$ cat config.mk
export PLATFORM = sky130hd
export DESIGN_NAME = otp_timing
export DESIGN_NICKNAME = d
export VERILOG_FILES = /design/src/rtl/otp_timing.sv
export SDC_FILE = /design/constraint.sdc
export NUM_CORES = 1
export LEC_CHECK = 0
export BUFFER_PORTS_ARGS = -buffer_cell sky130_fd_sc_hd__buf_2
export CAP_MARGIN = 15
export CORE_MARGIN = 4
export CORE_UTILIZATION = 40
export DETAILED_ROUTE_END_ITERATION = 7
export PLACE_DENSITY_LB_ADDON = 0.15
export SETUP_SLACK_MARGIN = 0.15
export SYNTH_ARGS = -nofsm -noshare
export SYNTH_HDL_FRONTEND = slang
export SYNTH_SLANG_ARGS = --single-unit
$ cat constraint.sdc
create_clock -name clk -period 2.75 [get_ports clk]
set_clock_uncertainty 0.05 [all_clocks]
set_input_delay 0.1375 -clock clk [delete_from_list [all_inputs] [get_ports clk]]
set_output_delay 0.1375 -clock clk [all_outputs]
set_load 0.1 [all_outputs]
$ cat src/rtl/otp_timing.sv
module otp_timing #(
   parameter int ADDR_W = 10,
   parameter int T_ACC  = 9,
   parameter int T_CE   = 9,
   parameter int T_OE   = 5
) (
   input  logic              clk,
   input  logic              rst_n,
   input  logic [ADDR_W-1:0] addr,
   input  logic              a9_hv,
   input  logic              ce_n,
   input  logic              oe_act,
   output logic              ready
);

   localparam int T_MAX01 = (T_ACC > T_CE) ? T_ACC : T_CE;
   localparam int T_MAX   = (T_MAX01 > T_OE) ? T_MAX01 : T_OE;
   localparam int CNT_W   = $clog2(T_MAX + 1);
   localparam int N_RUN   = 3;

   logic [ADDR_W-1:0] addr_q;
   logic              a9_q;
   logic              moved;
   logic [N_RUN-1:0]  act;
   logic [N_RUN-1:0]  restart;
   logic [N_RUN-1:0]  met;

   assign moved   = (addr != addr_q) || (a9_hv != a9_q);
   assign act     = {oe_act, ~ce_n, 1'b1};
   assign restart = {1'b0, 1'b0, moved};

   always_ff @(posedge clk or negedge rst_n) begin
      if (!rst_n) begin
         addr_q <= '0;
         a9_q   <= 1'b0;
      end else begin
         addr_q <= addr;
         a9_q   <= a9_hv;
      end
   end

   generate
      for (genvar i = 0; i < N_RUN; i++) begin : g_run
         localparam int THR = (i == 0) ? T_ACC : ((i == 1) ? T_CE : T_OE);
         logic [CNT_W-1:0] run_q;
         logic [CNT_W-1:0] run_d;

         always_comb begin
            if (!act[i])
               run_d = '0;
            else if (restart[i])
               run_d = CNT_W'(1);
            else if (run_q == CNT_W'(T_MAX))
               run_d = run_q;
            else
               run_d = run_q + CNT_W'(1);
         end

         always_ff @(posedge clk or negedge rst_n) begin
            if (!rst_n)
               run_q <= '0;
            else
               run_q <= run_d;
         end

         assign met[i] = (run_d >= CNT_W'(THR));
      end
   endgenerate

   assign ready = &met;

endmodule

# [Word-level counts from Yosys, hierarchy flattened]
# Cells that the tools add are included.
[word_totals] ff_bits=23 inputBits=15 elab_cells=24
[classes] n_addsub=3 n_lt_le_gt_ge=3 n_eq_ne=5 mux=6 reduce_logical=2
[op_table] op="4-bit two-way mux" count=6
[op_table] op="4-bit by 1-bit adder with 4-bit output (second input constant)" count=3
[op_table] op="4-bit == test (second input constant)" count=3
[op_table] op="10-bit != test" count=1
[op_table] op="4-bit >= comparator (second input constant)" count=2
[op_table] op="4-bit by 3-bit >= comparator with 1-bit output (second input constant)" count=1
[op_table] op="3-bit AND reduction" count=1
[op_table] op="1-bit logical OR" count=1
[op_table] op="1-bit != test" count=1

# [Logic depth before layout (Yosys ltp)]
[logic_depth] word_depth=5 depth_mapped=6 ltp_nobuf=6

# [Least setup slack after synthesis]
# No wires, ideal clock.
[synth_path] path_type="reg-to-output" startpoint="register g_run[1].run_q[0]" endpoint="output ready" arrival_time_ns=3.216 required_time_ns=2.562 slack_ns=-0.653 stages_incl_launch_ff=6 n_path_buf=0 cell_sequence="dfrtp_1 > ha_1 > a41o_1 > a41oi_2 > o311ai_1 > a2111oi_2"
[synth_between] elab_chain_len=5
[synth_rtl] element="from (decl)" line_no="45" rtl="logic [CNT_W-1:0] run_q;"
[synth_rtl] element="from (signal assigned)" line_no="63" rtl="run_q <= run_d;"
[synth_rtl] element="4-bit by 1-bit adder with 4-bit output / 4-bit == test (equally long branches)" line_no="56, 53"
[synth_rtl] element="4-bit two-way mux *" line_no="53" rtl="else if (run_q == CNT_W'(T_MAX))"
[synth_rtl] element="4-bit two-way mux *" line_no="49" rtl="if (!act[i])"
[synth_rtl] element="4-bit >= comparator *" line_no="66" rtl="assign met[i] = (run_d >= CNT_W'(THR));"
[synth_rtl] element="3-bit AND reduction *" line_no="70" rtl="assign ready = &met;"
[synth_rtl] element="to (decl)" line_no="13" rtl="output logic ready"
# Every way passes the cells marked *; elsewhere a longest branch is shown, timed or not.

# [Worst setup path in the final report]
[layout_path] startpoint="register g_run[2].run_q[0]" endpoint="output ready"
[layout_between] elab_chain_len=5
[layout_rtl] element="from (decl)" line_no="45"
[layout_rtl] element="from (signal assigned)" line_no="63"
[layout_rtl] element="4-bit by 1-bit adder with 4-bit output / 4-bit == test (equally long branches)" line_no="56, 53"
[layout_rtl] element="4-bit two-way mux *" line_no="53"
[layout_rtl] element="4-bit two-way mux *" line_no="49"
[layout_rtl] element="4-bit by 3-bit >= comparator with 1-bit output *" line_no="66"
[layout_rtl] element="3-bit AND reduction *" line_no="70"
# Marked as above.

==> impl_metrics.toml <==
[placement]
place_area_um2 = 1285
gp_congestion = 0.8152
hpwl_um = 1378
place_worst_setup_slack_ns = 0.5320
portBuffers = 15

[synth]
avgSynthCellArea_um2 = 11.94
synth_edf_count = 0
postSynthCellCount = 97
synth_top_cell_by_area = "dfrtp_1"
ys_ff_latch = 23
synth.top_cell.area_share = 0.4968
syn_area_um2 = 1159
yosys_most_used_dff = "dfrtp_1"
syn-num-nets = 118
synthArstFlopShare = 1.000
yosys_warnings = 0
synthTopCellsByArea = "dfrtp_1 50%, xor2_1 9.8%, ha_1 6.5%, nor4_4 3.7%, xnor2_1 2.3%"
synth_cell_type_count = 31
ys_seq_area_frac = 0.4968

[min_path]
hp-class = "primary input to flip-flop"
min_path_cells = 2
hp-start = "oe_act"
holdPathEnd = "g_run[2].run_q[2]"

[final_layout]
fill_cells = 244
regArea_um2 = 575.6
final_area_um2 = 1451
diodes = 0
multi_input_area_um2 = 573.1
layout.nets = 151
drive_gt1_frac = 0.2016
areaGrowthSynthToFinish_pct = 25.27

[timing]
hold_violations = 0
setup_viol = 0
setup_slack_ns = 0.3495
slew-limit-headroom = 0.6585
maxClockFrequency_mhz = 416.6
tns_ns = 0
slew_viol_final = 0
worstMarginPinSlew_ns = 0.5122
rsz0062_at_grt = "false"
post-route-period-util = 0.8729
period_needed_ns = 2.400

[outcome]
outcome = "completed"

[setup_path]
critPathLaunchType = "flip-flop"
end_kind = "output port"
crit_type = "flip-flop to output port"
critPathArrivalTime_ns = 2.21
required_ns = 2.56
startpoint = "g_run[2].run_q[0]"
crit_fanout = 6
worstReg2RegEnd = "g_run[1].run_q[1]"
worst_r2r_path_depth = 4
timing.rr.start = "g_run[1].run_q[0]"
r2r_slack_ns = 1.29

[route]
ant_nets = 0
drt_pass1_iterations = 4
via_count = 779
wire_per_inst_um = 11.99
totalWireLength_um = 1918
remaining_drc_errors = 0
routed_via_density = 4.869
drtIter0Drc = 25

[grt]
grtUsageMet2 = 0.1958
grt_pass1_vias = 767
grt_pass1_wl_um = 3367
grt_max_degree = 24
grtUsageMet3 = 0.01860
grt-busiest-layer = "met2"
gr-usage-met1 = 0.1551
grt_use_total = 0.1196
overflow = 0
antenna_found_initial = 0

[clock_tree]
clk_latency_ns = 0.31
root_buffer = "clkbuf_4"
clkSinkCount = 23
cts_buffers = 3
clk_pin_slew_ns = 0.13
clock_path_buffers = 2
htree_num_levels = 1
tritoncts = "built"
cts_setup_buffers = 0

[floorplan]
boundaryPins = 16
die_w_um = 61.82
initial_core_util = 0.4201
coreArea_um2 = 2758
core.rowCount = 19
die_y_um = 61.82
dieArea_um2 = 3822

[pwr]
p_seq_frac = 0.592
p_per_area_nw_per_um2 = 428.0
power.switching_mw = 0.1661
vdd_drop_max_v = 0.0002680
swShare = 0.2674
comb_power_share = 0.143
leakage_nw = 0.6436
clockPowerShare = 0.265
p_int_mw = 0.4551

[job]
drv_cap = 0
## layout by cell type, fill, tap and decap left out, types with 3 or more instances in the layout
cell type       n
xnor2_1         3
dlygate4sd3_1  13
xor2_1         13
inv_1           6
buf_2          14
a211oi_1        3
nand3b_1        3
nor2_1          6
nand3_1         5
clkbuf_4        3
dfrtp_1        23
ha_1            6
## power by group through the flow
stage | sequential [mW] | clock, mW | combinational, mW
floorplan | 0.372 | 0 | 0.0487
global placement | 0.373 | 0 | 0.0747
detailed placement | 0.374 | 0 | 0.0762
CTS | 0.368 | 0.176 | 0.0904
global route | 0.371 | 0.189 | 0.102
finish | 0.368 | 0.165 | 0.0889
## layout make-up
class                   instances  share of cell area
clock inverters                 1            0.005172
inverters                       6             0.01552
clock buffers                   3             0.01552
repair buffers                 28              0.1457
multi-input cells              68              0.3948
flip-flops and latches         23              0.3966
well taps                      31             0.02672
## worst max-delay path, cell delays in order (launching register included)
cell       delay [ns]
dfrtp_1          0.47
ha_1             0.24
a211oi_1         0.32
o2111ai_1        0.22
a2111oi_4        0.39
buf_6            0.27
## cell families after synthesis
family | count (synthesis) | share of synthesized area
simple gates | 30 | 0.1728
flops | 23 | 0.4968
buf+inv | 6 | 0.01944
compound gates | 13 | 0.09827
xor+xnor | 16 | 0.1210
mux | 3 | 0.02700
fa+ha+maj | 6 | 0.06479
## per-stage QoR
step	std cells	util	hold slack [ns]	total power, mW
global route	160	0.5263	0.004550	0.6614
floorplan	97	-	-0.2081	0.4203
global placement	143	0.4660	0.08778	0.4481
finish	160	0.5263	0.02223	0.6212
CTS	160	0.5240	0.009180	0.6346
detailed placement	143	0.4660	0.09358	0.4506
## synthesized netlist by cell type, drive strengths merged (3+ instances only)
cell    count
nand3b      3
inv         6
nor2        6
a211oi      3
nand3       5
xor2       13
xnor2       3
dfrtp      23
ha          6
## routing by layer
| metal | up-vias | part of all wire |
|---|---|---|
| met5 | - | 0 |
| met4 | 0 | 0.0073 |
| met3 | 2 | 0.036 |
| met2 | 8 | 0.50 |
| met1 | 364 | 0.45 |
| li1 | 405 | - |
## registers in the layout, summed over array words and instances (netlist names)
| name | cells |
|---|---|
| a9_q | 1 |
| addr_q | 10 |
| g_run.run_q | 12 |
## how the worst max path moves through the flow
stage,to,slack [ns],depth (start not counted)
6_report,ready,0.35,5
5_1_grt,ready,0.19,5
4_1_cts,ready,0.16,5
3_5_place_dp,ready,0.53,5
3_3_place_gp,ready,0.53,5
2_1_floorplan,ready,0.20,4
## timing repair
item,4_1_cts,5_1_grt
gates resized for setup,0,3
setup endpoints to repair,0,1
hold endpoints to repair,37,0
hold buffers,13,0
Power figures use the tool's default switching activity.
